[src/rtl/regbank_pkg.sv]
package regbank_pkg;
  localparam int unsigned BUS_W  = 32;
  localparam int unsigned LANES  = BUS_W / 8;
  localparam logic [1:0]  RESP_OK = 2'b00;

  function automatic int unsigned words_for(input int unsigned width);
    return (width + BUS_W - 1) / BUS_W;
  endfunction
endpackage

[src/rtl/axil_slv_ctrl.sv]
module axil_slv_ctrl
  import regbank_pkg::*;
#(
  parameter int unsigned ADDR_W = 12
) (
  input  logic              clk,
  input  logic              rst_n,
  input  logic [ADDR_W-1:0] awaddr,
  input  logic              awvalid,
  output logic              awready,
  input  logic [BUS_W-1:0]  wdata,
  input  logic [LANES-1:0]  wstrb,
  input  logic              wvalid,
  output logic              wready,
  output logic              bvalid,
  input  logic              bready,
  input  logic [ADDR_W-1:0] araddr,
  input  logic              arvalid,
  output logic              arready,
  output logic [BUS_W-1:0]  rdata,
  output logic              rvalid,
  input  logic              rready,
  output logic              wr_en,
  output logic [ADDR_W-1:0] wr_addr,
  output logic [BUS_W-1:0]  wr_data,
  output logic [LANES-1:0]  wr_strb,
  output logic [ADDR_W-1:0] rd_addr,
  input  logic [BUS_W-1:0]  rd_word
);
  logic bvalid_q, rvalid_q;
  logic [BUS_W-1:0] rdata_q;
  logic take_w, take_r;

  assign take_w  = awvalid && wvalid && !bvalid_q;
  assign take_r  = arvalid && !rvalid_q;
  assign awready = take_w;
  assign wready  = take_w;
  assign arready = !rvalid_q;
  assign bvalid  = bvalid_q;
  assign rvalid  = rvalid_q;
  assign rdata   = rdata_q;

  assign wr_en   = take_w;
  assign wr_addr = awaddr;
  assign wr_data = wdata;
  assign wr_strb = wstrb;
  assign rd_addr = araddr;

  always_ff @(posedge clk) begin
    if (!rst_n) begin
      bvalid_q <= 1'b0;
    end else if (take_w) begin
      bvalid_q <= 1'b1;
    end else if (bready) begin
      bvalid_q <= 1'b0;
    end
  end

  always_ff @(posedge clk) begin
    if (!rst_n) begin
      rvalid_q <= 1'b0;
      rdata_q  <= '0;
    end else if (take_r) begin
      rvalid_q <= 1'b1;
      rdata_q  <= rd_word;
    end else if (rready) begin
      rvalid_q <= 1'b0;
    end
  end


  b_hold_chk: assert property (@(posedge clk) disable iff (!rst_n)
    bvalid_q && !bready |=> bvalid_q);

  b_resp_chk: assert property (@(posedge clk) disable iff (!rst_n)
    awvalid && wvalid && awready |=> bvalid_q);

  r_hold_chk: assert property (@(posedge clk) disable iff (!rst_n)
    rvalid_q && !rready |=> rvalid_q && $stable(rdata_q));
endmodule

[src/rtl/in_port_stage.sv]
module in_port_stage
  import regbank_pkg::*;
#(
  parameter int unsigned ADDR_W   = 12,
  parameter int unsigned WIDTH    = 64,
  parameter int unsigned NELEM    = 1,
  parameter int unsigned BASE     = 'h100,
  parameter int unsigned CMD_ADDR = 'h108,
  parameter bit          READBACK = 1'b1,
  parameter logic [NELEM*WIDTH-1:0] INIT = '0
) (
  input  logic                   clk,
  input  logic                   rst_n,
  input  logic                   wr_en,
  input  logic [ADDR_W-1:0]      wr_addr,
  input  logic [BUS_W-1:0]       wr_data,
  input  logic [LANES-1:0]       wr_strb,
  input  logic [ADDR_W-1:0]      rd_addr,
  output logic [BUS_W-1:0]       rd_data,
  output logic [NELEM*WIDTH-1:0] core_q
);
  localparam int unsigned WPE   = words_for(WIDTH);
  localparam int unsigned NW    = NELEM * WPE;
  localparam int unsigned IDX_W = (NW > 1) ? $clog2(NW) : 1;
  localparam int unsigned NSLOT = 1 << IDX_W;

  function automatic logic [BUS_W-1:0] word_mask(input int unsigned i);
    logic [BUS_W-1:0] m;
    m = '0;
    for (int b = 0; b < BUS_W; b++)
      if (BUS_W * (i % WPE) + b < WIDTH) m[b] = 1'b1;
    return m;
  endfunction

  function automatic logic [BUS_W-1:0] init_word(input int unsigned i);
    logic [BUS_W-1:0] r;
    r = '0;
    for (int b = 0; b < BUS_W; b++)
      if (BUS_W * (i % WPE) + b < WIDTH)
        r[b] = INIT[(i / WPE) * WIDTH + BUS_W * (i % WPE) + b];
    return r;
  endfunction

  logic [NW*BUS_W-1:0]    stg_flat;
  logic [BUS_W-1:0]       stg_words [NSLOT];
  logic [NELEM*WIDTH-1:0] shadow_d;
  logic                   commit;

  for (genvar i = 0; i < NSLOT; i++) begin : g_word
    if (i < NW) begin : g_live
      localparam logic [BUS_W-1:0] MASK = word_mask(i);
      localparam logic [BUS_W-1:0] RST  = init_word(i);
      logic [BUS_W-1:0] stg_q;
      logic hit;
      assign hit = wr_en && (wr_addr == ADDR_W'(BASE + 4 * i));
      always_ff @(posedge clk) begin
        if (!rst_n) begin
          stg_q <= RST;
        end else if (hit) begin
          for (int b = 0; b < LANES; b++)
            if (wr_strb[b]) stg_q[8*b +: 8] <= wr_data[8*b +: 8] & MASK[8*b +: 8];
        end
      end
      assign stg_flat[BUS_W*i +: BUS_W] = stg_q;
      assign stg_words[i] = stg_q;
    end else begin : g_pad
      assign stg_words[i] = '0;
    end
  end

  for (genvar e = 0; e < NELEM; e++) begin : g_elem
    assign shadow_d[e*WIDTH +: WIDTH] = stg_flat[e*WPE*BUS_W +: WIDTH];
  end

  assign commit = wr_en && (wr_addr == ADDR_W'(CMD_ADDR)) && wr_strb[0] && wr_data[0];

  always_ff @(posedge clk) begin
    if (!rst_n)      core_q <= INIT;
    else if (commit) core_q <= shadow_d;
  end

  logic [ADDR_W-1:0] off;
  logic              in_rng;
  assign off    = rd_addr - ADDR_W'(BASE);
  assign in_rng = (rd_addr >= ADDR_W'(BASE)) && (off < ADDR_W'(4 * NW)) &&
                  (rd_addr[1:0] == 2'b00);
  assign rd_data = (READBACK && in_rng) ? stg_words[off[IDX_W+1:2]] : '0;


  shadow_hold_chk: assert property (@(posedge clk) disable iff (!rst_n)
    !commit |=> $stable(core_q));
endmodule

[src/rtl/out_port_stage.sv]
module out_port_stage
  import regbank_pkg::*;
#(
  parameter int unsigned ADDR_W   = 12,
  parameter int unsigned WIDTH    = 64,
  parameter int unsigned NELEM    = 1,
  parameter int unsigned BASE     = 'h148,
  parameter int unsigned CMD_ADDR = 'h150
) (
  input  logic                   clk,
  input  logic                   rst_n,
  input  logic                   wr_en,
  input  logic [ADDR_W-1:0]      wr_addr,
  input  logic                   cmd_bit,
  input  logic [ADDR_W-1:0]      rd_addr,
  output logic [BUS_W-1:0]       rd_data,
  input  logic [NELEM*WIDTH-1:0] core_d
);
  localparam int unsigned WPE   = words_for(WIDTH);
  localparam int unsigned NW    = NELEM * WPE;
  localparam int unsigned IDX_W = (NW > 1) ? $clog2(NW) : 1;
  localparam int unsigned NSLOT = 1 << IDX_W;

  logic [NELEM*WIDTH-1:0] snap_q;
  logic [BUS_W-1:0]       snap_words [NSLOT];
  logic                   capture;

  assign capture = wr_en && (wr_addr == ADDR_W'(CMD_ADDR)) && cmd_bit;

  always_ff @(posedge clk) begin
    if (!rst_n)       snap_q <= '0;
    else if (capture) snap_q <= core_d;
  end

  for (genvar i = 0; i < NSLOT; i++) begin : g_word
    if (i < NW) begin : g_live
      localparam int unsigned E  = i / WPE;
      localparam int unsigned K  = i % WPE;
      localparam int unsigned LO = E * WIDTH + BUS_W * K;
      localparam int unsigned NB = (WIDTH - BUS_W * K > BUS_W) ? BUS_W : WIDTH - BUS_W * K;
      assign snap_words[i] = BUS_W'(snap_q[LO +: NB]);
    end else begin : g_pad
      assign snap_words[i] = '0;
    end
  end

  logic [ADDR_W-1:0] off;
  logic              in_rng;
  assign off    = rd_addr - ADDR_W'(BASE);
  assign in_rng = (rd_addr >= ADDR_W'(BASE)) && (off < ADDR_W'(4 * NW)) &&
                  (rd_addr[1:0] == 2'b00);
  assign rd_data = in_rng ? snap_words[off[IDX_W+1:2]] : '0;


  snap_hold_chk: assert property (@(posedge clk) disable iff (!rst_n)
    !capture |=> $stable(snap_q));
endmodule

[src/rtl/regbank_axil.sv]
module regbank_axil
  import regbank_pkg::*;
#(
  parameter int unsigned ADDR_W     = 12,
  parameter int unsigned IN_A_W     = 64,
  parameter int unsigned IN_B_W     = 45,
  parameter int unsigned VEC_W      = 64,
  parameter int unsigned VEC_N      = 3,
  parameter bit          READBACK   = 1'b1,
  parameter logic [IN_A_W-1:0]      INIT_A = '0,
  parameter logic [IN_B_W-1:0]      INIT_B = '0,
  parameter logic [VEC_N*VEC_W-1:0] INIT_V = '0,
  parameter int unsigned IN_A_BASE  = 'h100,
  parameter int unsigned IN_A_CMD   = 'h108,
  parameter int unsigned IN_B_BASE  = 'h110,
  parameter int unsigned IN_B_CMD   = 'h118,
  parameter int unsigned IN_V_BASE  = 'h120,
  parameter int unsigned IN_V_CMD   = 'h138,
  parameter int unsigned OUT_A_BASE = 'h148,
  parameter int unsigned OUT_A_CMD  = 'h150,
  parameter int unsigned OUT_B_BASE = 'h158,
  parameter int unsigned OUT_B_CMD  = 'h160,
  parameter int unsigned OUT_V_BASE = 'h180,
  parameter int unsigned OUT_V_CMD  = 'h198
) (
  input  logic                   clk,
  input  logic                   rst_n,
  input  logic [ADDR_W-1:0]      s_awaddr,
  input  logic                   s_awvalid,
  output logic                   s_awready,
  input  logic [31:0]            s_wdata,
  input  logic [3:0]             s_wstrb,
  input  logic                   s_wvalid,
  output logic                   s_wready,
  output logic [1:0]             s_bresp,
  output logic                   s_bvalid,
  input  logic                   s_bready,
  input  logic [ADDR_W-1:0]      s_araddr,
  input  logic                   s_arvalid,
  output logic                   s_arready,
  output logic [31:0]            s_rdata,
  output logic [1:0]             s_rresp,
  output logic                   s_rvalid,
  input  logic                   s_rready,
  output logic [IN_A_W-1:0]      core_a_o,
  output logic [IN_B_W-1:0]      core_b_o,
  output logic [VEC_N*VEC_W-1:0] core_v_o,
  input  logic [IN_A_W-1:0]      core_a_i,
  input  logic [IN_B_W-1:0]      core_b_i,
  input  logic [VEC_N*VEC_W-1:0] core_v_i
);
  logic              wr_en;
  logic [ADDR_W-1:0] wr_addr, rd_addr;
  logic [BUS_W-1:0]  wr_data, rd_word;
  logic [LANES-1:0]  wr_strb;
  logic              cmd_bit;
  logic [BUS_W-1:0]  rd_ia, rd_ib, rd_iv, rd_oa, rd_ob, rd_ov;

  assign s_bresp = RESP_OK;
  assign s_rresp = RESP_OK;
  assign cmd_bit = wr_strb[0] && wr_data[0];
  assign rd_word = rd_ia | rd_ib | rd_iv | rd_oa | rd_ob | rd_ov;

  axil_slv_ctrl #(.ADDR_W(ADDR_W)) u_ctrl (
    .clk(clk), .rst_n(rst_n),
    .awaddr(s_awaddr), .awvalid(s_awvalid), .awready(s_awready),
    .wdata(s_wdata), .wstrb(s_wstrb), .wvalid(s_wvalid), .wready(s_wready),
    .bvalid(s_bvalid), .bready(s_bready),
    .araddr(s_araddr), .arvalid(s_arvalid), .arready(s_arready),
    .rdata(s_rdata), .rvalid(s_rvalid), .rready(s_rready),
    .wr_en(wr_en), .wr_addr(wr_addr), .wr_data(wr_data), .wr_strb(wr_strb),
    .rd_addr(rd_addr), .rd_word(rd_word)
  );

  in_port_stage #(.ADDR_W(ADDR_W), .WIDTH(IN_A_W), .NELEM(1), .BASE(IN_A_BASE),
    .CMD_ADDR(IN_A_CMD), .READBACK(READBACK), .INIT(INIT_A)) u_in_a (
    .clk(clk), .rst_n(rst_n), .wr_en(wr_en), .wr_addr(wr_addr), .wr_data(wr_data),
    .wr_strb(wr_strb), .rd_addr(rd_addr), .rd_data(rd_ia), .core_q(core_a_o));

  in_port_stage #(.ADDR_W(ADDR_W), .WIDTH(IN_B_W), .NELEM(1), .BASE(IN_B_BASE),
    .CMD_ADDR(IN_B_CMD), .READBACK(READBACK), .INIT(INIT_B)) u_in_b (
    .clk(clk), .rst_n(rst_n), .wr_en(wr_en), .wr_addr(wr_addr), .wr_data(wr_data),
    .wr_strb(wr_strb), .rd_addr(rd_addr), .rd_data(rd_ib), .core_q(core_b_o));

  in_port_stage #(.ADDR_W(ADDR_W), .WIDTH(VEC_W), .NELEM(VEC_N), .BASE(IN_V_BASE),
    .CMD_ADDR(IN_V_CMD), .READBACK(READBACK), .INIT(INIT_V)) u_in_v (
    .clk(clk), .rst_n(rst_n), .wr_en(wr_en), .wr_addr(wr_addr), .wr_data(wr_data),
    .wr_strb(wr_strb), .rd_addr(rd_addr), .rd_data(rd_iv), .core_q(core_v_o));

  out_port_stage #(.ADDR_W(ADDR_W), .WIDTH(IN_A_W), .NELEM(1), .BASE(OUT_A_BASE),
    .CMD_ADDR(OUT_A_CMD)) u_out_a (
    .clk(clk), .rst_n(rst_n), .wr_en(wr_en), .wr_addr(wr_addr), .cmd_bit(cmd_bit),
    .rd_addr(rd_addr), .rd_data(rd_oa), .core_d(core_a_i));

  out_port_stage #(.ADDR_W(ADDR_W), .WIDTH(IN_B_W), .NELEM(1), .BASE(OUT_B_BASE),
    .CMD_ADDR(OUT_B_CMD)) u_out_b (
    .clk(clk), .rst_n(rst_n), .wr_en(wr_en), .wr_addr(wr_addr), .cmd_bit(cmd_bit),
    .rd_addr(rd_addr), .rd_data(rd_ob), .core_d(core_b_i));

  out_port_stage #(.ADDR_W(ADDR_W), .WIDTH(VEC_W), .NELEM(VEC_N), .BASE(OUT_V_BASE),
    .CMD_ADDR(OUT_V_CMD)) u_out_v (
    .clk(clk), .rst_n(rst_n), .wr_en(wr_en), .wr_addr(wr_addr), .cmd_bit(cmd_bit),
    .rd_addr(rd_addr), .rd_data(rd_ov), .core_d(core_v_i));
endmodule

[config.mk]
export PLATFORM = sky130hd
export DESIGN_NAME = regbank_axil
export DESIGN_NICKNAME = d
export VERILOG_FILES = /design/src/rtl/regbank_pkg.sv /design/src/rtl/axil_slv_ctrl.sv /design/src/rtl/in_port_stage.sv /design/src/rtl/out_port_stage.sv /design/src/rtl/regbank_axil.sv
export SDC_FILE = /design/constraint.sdc
export NUM_CORES = 2
export LEC_CHECK = 0
export CELL_PAD_IN_SITES_DETAIL_PLACEMENT = 2
export CELL_PAD_IN_SITES_GLOBAL_PLACEMENT = 2
export CORE_ASPECT_RATIO = 1.25
export CORE_MARGIN = 8
export CORE_UTILIZATION = 40
export CTS_BUF_LIST = sky130_fd_sc_hd__clkbuf_16
export CTS_CLUSTER_DIAMETER = 150
export CTS_CLUSTER_SIZE = 20
export DETAILED_ROUTE_END_ITERATION = 6
export DONT_BUFFER_PORTS = 1
export GPL_ROUTABILITY_DRIVEN = 0
export MAX_ROUTING_LAYER = met4
export PLACE_DENSITY_LB_ADDON = 0.1
export RECOVER_POWER = 25
export SKIP_CTS_REPAIR_TIMING = 1
export SLEW_MARGIN = 10
export SYNTH_ARGS = -nofsm -noshare
export SYNTH_HDL_FRONTEND = slang
export SYNTH_HIERARCHICAL = 1
export SYNTH_SLANG_ARGS = --single-unit
export TNS_END_PERCENT = 30
[constraint.sdc]
create_clock -name clk -period 2.5 [get_ports clk]
set_input_delay 0.5 -clock clk [delete_from_list [all_inputs] [get_ports clk]]
set_output_delay 0.5 -clock clk [all_outputs]
set_load 0.01 [all_outputs]
==> flow_results.org <==
** Outcome
- Run status :: finished, violations left
- Violations in the final reports :: hold timing

** Routing
- Average wire per standard cell :: between 30 and 40 um
- Final ANT Viol Nets :: 0
- After detailed routing, the number of vias per cell comes to approximately 5.5.
- The routed layout has between 30k and 40k vias.
- For this block, the routed nets add up to around 180000 um of wire.
- For this run, design rule violations remaining after detail routing come to 0.
- After the first detailed-routing iteration, the DRC count stood at roughly 1.6k.
- Detailed-router iteration count before antenna repair :: 5

** Die
- Vertical die dimension :: around 380 um
- The die covers between 100000 and 150000 um2.
- Measured along the x axis, the die boundary spans approximately 310 um.
- Effective utilization at floorplan :: 40.2%
- In this run the standard cell core region covers about 110000 um2.
- Number of top-level pins :: between 700 and 800
- Number of cell rows :: roughly 130

** Clocking
- Clock transition time at the flip-flop clock pins of the worst setup and hold paths :: ~90 ps
- TritonCTS clock tree :: done
- Clock tree synthesis inserted a total of 52 buffers.
- Worst-Skew Late Latency :: about 660 ps
- Largest buffer count on any clock path :: 3
- CTS placed an instance of sky130_fd_sc_hd__clkbuf_16 at the clock tree root.
- Clock sinks :: ~940
- Htree depth :: 2

** GRT
- Global routing consumed, on the met2 layer, 49.0% of the routing resources.
- After global routing the overflow that remains totals 0.
- The first global-routing pass estimated around 240000 um of wire.
- Global routing used around 8.5% of the available met3 tracks.
- Via count of the first global-routing pass :: between 30k and 40k
- The initial antenna violation count was 26.
- Global-route usage over all layers :: between 20% and 30%
- For this run, global-route usage on met1 was measured as a little under a third.
- Entering global routing, the biggest net connects 1323 pins.
- The layer flagged by global routing as most heavily used is met2.

** Synthesis
- Synthesis produced around 4.3k cells.
- After synthesis, the largest area contributor takes up 43.7% of total cell area.
- Average instance area after synthesis :: between 9 and 10 um2
- Number of synthesized register bits :: roughly 940
- Counting instances in the post-synthesis netlist gives the leading cell types as sky130_fd_sc_hd__nand2_1 (1311), sky130_fd_sc_hd__mux2i_1 (1069), sky130_fd_sc_hd__dfxtp_1 (937), sky130_fd_sc_hd__clkbuf_1 (166), sky130_fd_sc_hd__nor2_1 (147).
- Yosys attributes the largest share of cell area to sky130_fd_sc_hd__dfxtp_1 (44%), sky130_fd_sc_hd__mux2i_1 (25%), sky130_fd_sc_hd__nand2_1 (11%).
- The largest total area in the synthesized netlist belongs to sky130_fd_sc_hd__dfxtp_1.
- The netlist uses ~60 different library cells.
- Yosys instantiated no cell more often than sky130_fd_sc_hd__nand2_1.
- Register area share after synthesis :: a little over two fifths
- EDFF count, synth :: 0
- Primary flip-flop cell chosen by synthesis mapping :: sky130_fd_sc_hd__dfxtp_1
- Share of async-settable or async-resettable flops after synthesis :: 0%
- During synthesis, Yosys emitted a total of 6 warnings.
- Post-Syn Area :: 42900 um2

** Critical path
- Slowest cell delay on critical path :: 610 ps
- The number of cells on the worst reg-to-reg path is 7.
- By startpoint and endpoint, the worst setup path is classified as in -> reg.
- Among cell families on the critical path, the largest total delay comes from buffers and inverters.
- Setup slack on the worst reg-to-reg path comes out at just under 300 ps.
- Highest fanout seen on the critical path :: between 200 and 250
- Data on the critical path arrives at its endpoint at 2860 ps.
- Capture point of the critical path :: u_in_v/g_word[2].g_live.stg_q[28]$_SDFFE_PN0P_
- By instance count, the cell type seen most on the critical path is sky130_fd_sc_hd__buf_16.
- STA classifies the critical path endpoint as a flip-flop.
- R2r startpoint :: u_ctrl/bvalid$_SDFFE_PN0P_
- Critical R2R Capture :: u_out_v/snap_q[58]$_SDFFE_PN0P_
- The worst setup path is launched from a primary input.
- Number of cells on the critical path :: 5
- The slowest stage of the critical path is the sky130_fd_sc_hd__buf_16 cell.
- Counting both buffers and inverters, the worst setup path holds a total of 3.
- Tracing the worst setup path back leads to its startpoint at rst_n.
- Critical path required time :: between 3000 and 4000 ps
- The signal on the critical path passes through buf_16 > buf_16 > buf_16 > nand2_1 > mux2i_1.

** Layout
- Number of fillers in the final layout :: 11.4k
- In the final layout, the share of cells above drive strength 1 is a little under a tenth.
- In the final layout, flip-flops and latches occupy 18800 um2.
- For this run, the post-layout net count is ~4.7k.
- Share of the core filled with cells :: between 40% and 50%
- The finished cells cover around 47000 um2.
- Layout area overhead :: 8.83%
- Area used by multi-input combinational logic :: between 20000 and 25000 um2

** STA
- Final period utilization :: between 90% and 100%
- Final-report setup violation count :: 0
- Min Tclk post-route :: around 2300 ps
- Setup repair after global routing left no endpoint under its margin.
- On the final layout, the worst hold slack is -10.6 ps.
- The max-slew violation total from the final report came to 0.
- Across the routed clock network, the largest skew measured is between 20 and 30 ps.
- Worst slew margin relative to its limit :: a little under a third
- Adding up every negative setup slack in the final design gives 0 ps.
- Fmax :: 437 MHz
- Count of endpoints failing hold in the final timing report :: 7
- Worst slew pin tran :: around 1000 ps

** Power and ir drop
- Pleak :: slightly above 20 nW
- Total power for the finished layout comes to ~25 mW.
- Power density normalized to cell area :: about 540 nW/um2
- Across the VDD grid, the largest voltage drop is between 600 and 700 uV.

** Placed design
- In this run the tool buffered the top-level ports with 0 buffer cells.
- Post-DP Area :: 43600 um2
- Summed over all nets, the half-perimeter wirelength after detailed placement is approximately 130000 um.

** Worst hold path
- The tightest min-delay check is of the in -> reg type.

** Flow run
- Across the run, the number of max-cap violations was 0.
-- layout make-up --
class | instances | share of cell area [%]
antenna | 26 | 0.139
clock buffer | 52 | 2.79
clock inverter | 3 | 0.0643
inverter | 6 | 0.0483
multi-input combinational | 3012 | 45.9
sequential | 937 | 40.2
tap | 1428 | 3.83
timing repair buffer | 309 | 7.02
-- worst min path at each step --
stage | start | end | slack, ps | depth (start not counted)
6_report | core_v_i[24] | u_out_v/snap_q[24]$_SDFFE_PN0P_ | -10 | 2
5_1_grt | core_v_i[139] | u_out_v/snap_q[139]$_SDFFE_PN0P_ | -20 | 2
3_5_place_dp | u_out_v/snap_q[138]$_SDFFE_PN0P_ | u_out_v/snap_q[138]$_SDFFE_PN0P_ | 450 | 2
3_3_place_gp | u_out_v/snap_q[118]$_SDFFE_PN0P_ | u_out_v/snap_q[118]$_SDFFE_PN0P_ | 440 | 2
4_1_cts | core_v_i[151] | u_out_v/snap_q[151]$_SDFFE_PN0P_ | -70 | 2
2_1_floorplan | u_out_v/snap_q[32]$_SDFFE_PN0P_ | u_out_v/snap_q[32]$_SDFFE_PN0P_ | 430 | 2
-- sequential cells by signal, indices dropped and copies added (netlist names) --
register,cells
u_out_v/snap_q,192
u_in_v/core_q,192
u_out_a/snap_q,64
u_in_b/g_word.g_live.stg_q,45
u_in_v/g_word.g_live.stg_q,192
u_ctrl/rvalid,1
u_in_a/g_word.g_live.stg_q,64
u_ctrl/rdata,32
u_ctrl/bvalid,1
u_in_b/core_q,45
u_in_a/core_q,64
u_out_b/snap_q,45
-- metal layers --
metal  up-vias  part of all wire [%]
li1      14600                     -
met1     16200                    40
met2       715                    50
met3       157                   6.6
met4         0                   2.6
met5         -                     0
-- worst register-to-register path, cell delays in order, from the launching register on --
cell and delay (ps):
sky130_fd_sc_hd__dfxtp_1 380, sky130_fd_sc_hd__nor2_1 140, sky130_fd_sc_hd__buf_4 180, sky130_fd_sc_hd__nor4bb_1 370, sky130_fd_sc_hd__and4_4 380, sky130_fd_sc_hd__buf_12 210
sky130_fd_sc_hd__buf_12 240, sky130_fd_sc_hd__mux2i_1 250
-- kinds of logic (layout without fill, tap and decap cells) --
group                    Yosys count  after routing  share of synthesized area, %
AND/OR/NAND/NOR                 1772           1772                          18.9
multiplexers                    1184           1184                          29.8
flip-flops                       937            937                          43.7
buffers and inverters            380            370                          6.49
AO/OA/AOI/OAI                     44             44                         0.799
adder cells (fa/ha/maj)            4              4                         0.117
XOR/XNOR                           4              4                        0.0992
other                              1             30                       0.00875
-- report_power, final --
part | switching, mW | total, mW | internal (mW)
combinational | 0.770 | 1.27 | 0.501
clock | 5.28 | 9.01 | 3.73
sequential | 0.00633 | 14.9 | 14.9
-- cells in the final DEF, fill, tap and decap left out, types with 7 or more instances in the layout --
| cell | instances |
|---|---|
| sky130_fd_sc_hd__nand2_1 | 1311 |
| sky130_fd_sc_hd__mux2i_1 | 1069 |
| sky130_fd_sc_hd__dfxtp_1 | 937 |
| sky130_fd_sc_hd__dlygate4sd3_1 | 149 |
| sky130_fd_sc_hd__nor2_1 | 147 |
| sky130_fd_sc_hd__buf_4 | 114 |
| sky130_fd_sc_hd__nor4_1 | 69 |
| sky130_fd_sc_hd__clkbuf_16 | 56 |
| sky130_fd_sc_hd__mux2_2 | 51 |
| sky130_fd_sc_hd__nor2b_1 | 47 |
| sky130_fd_sc_hd__mux4_2 | 43 |
| sky130_fd_sc_hd__nand4_2 | 34 |
| sky130_fd_sc_hd__buf_12 | 34 |
| sky130_fd_sc_hd__diode_2 | 26 |
| sky130_fd_sc_hd__nor3_2 | 22 |
| sky130_fd_sc_hd__mux4_1 | 21 |
| sky130_fd_sc_hd__and2_1 | 20 |
| sky130_fd_sc_hd__a22oi_1 | 20 |
| sky130_fd_sc_hd__nand2b_1 | 20 |
| sky130_fd_sc_hd__a211oi_1 | 15 |
| sky130_fd_sc_hd__and4b_1 | 14 |
| sky130_fd_sc_hd__and4bb_2 | 13 |
| sky130_fd_sc_hd__nor3b_1 | 12 |
| sky130_fd_sc_hd__nor3_1 | 10 |
| sky130_fd_sc_hd__nor4b_1 | 7 |
-- per-stage QoR --
stage / instances / setup WS (ps)
finish: 5773 / 211
global route: 5772 / 147
CTS: 5589 / 286
detailed placement: 5534 / 23.2
global placement: 5534 / 41.0
floorplan: 4329 / 65.3
Note: power is estimated with default switching activity, not from simulation.
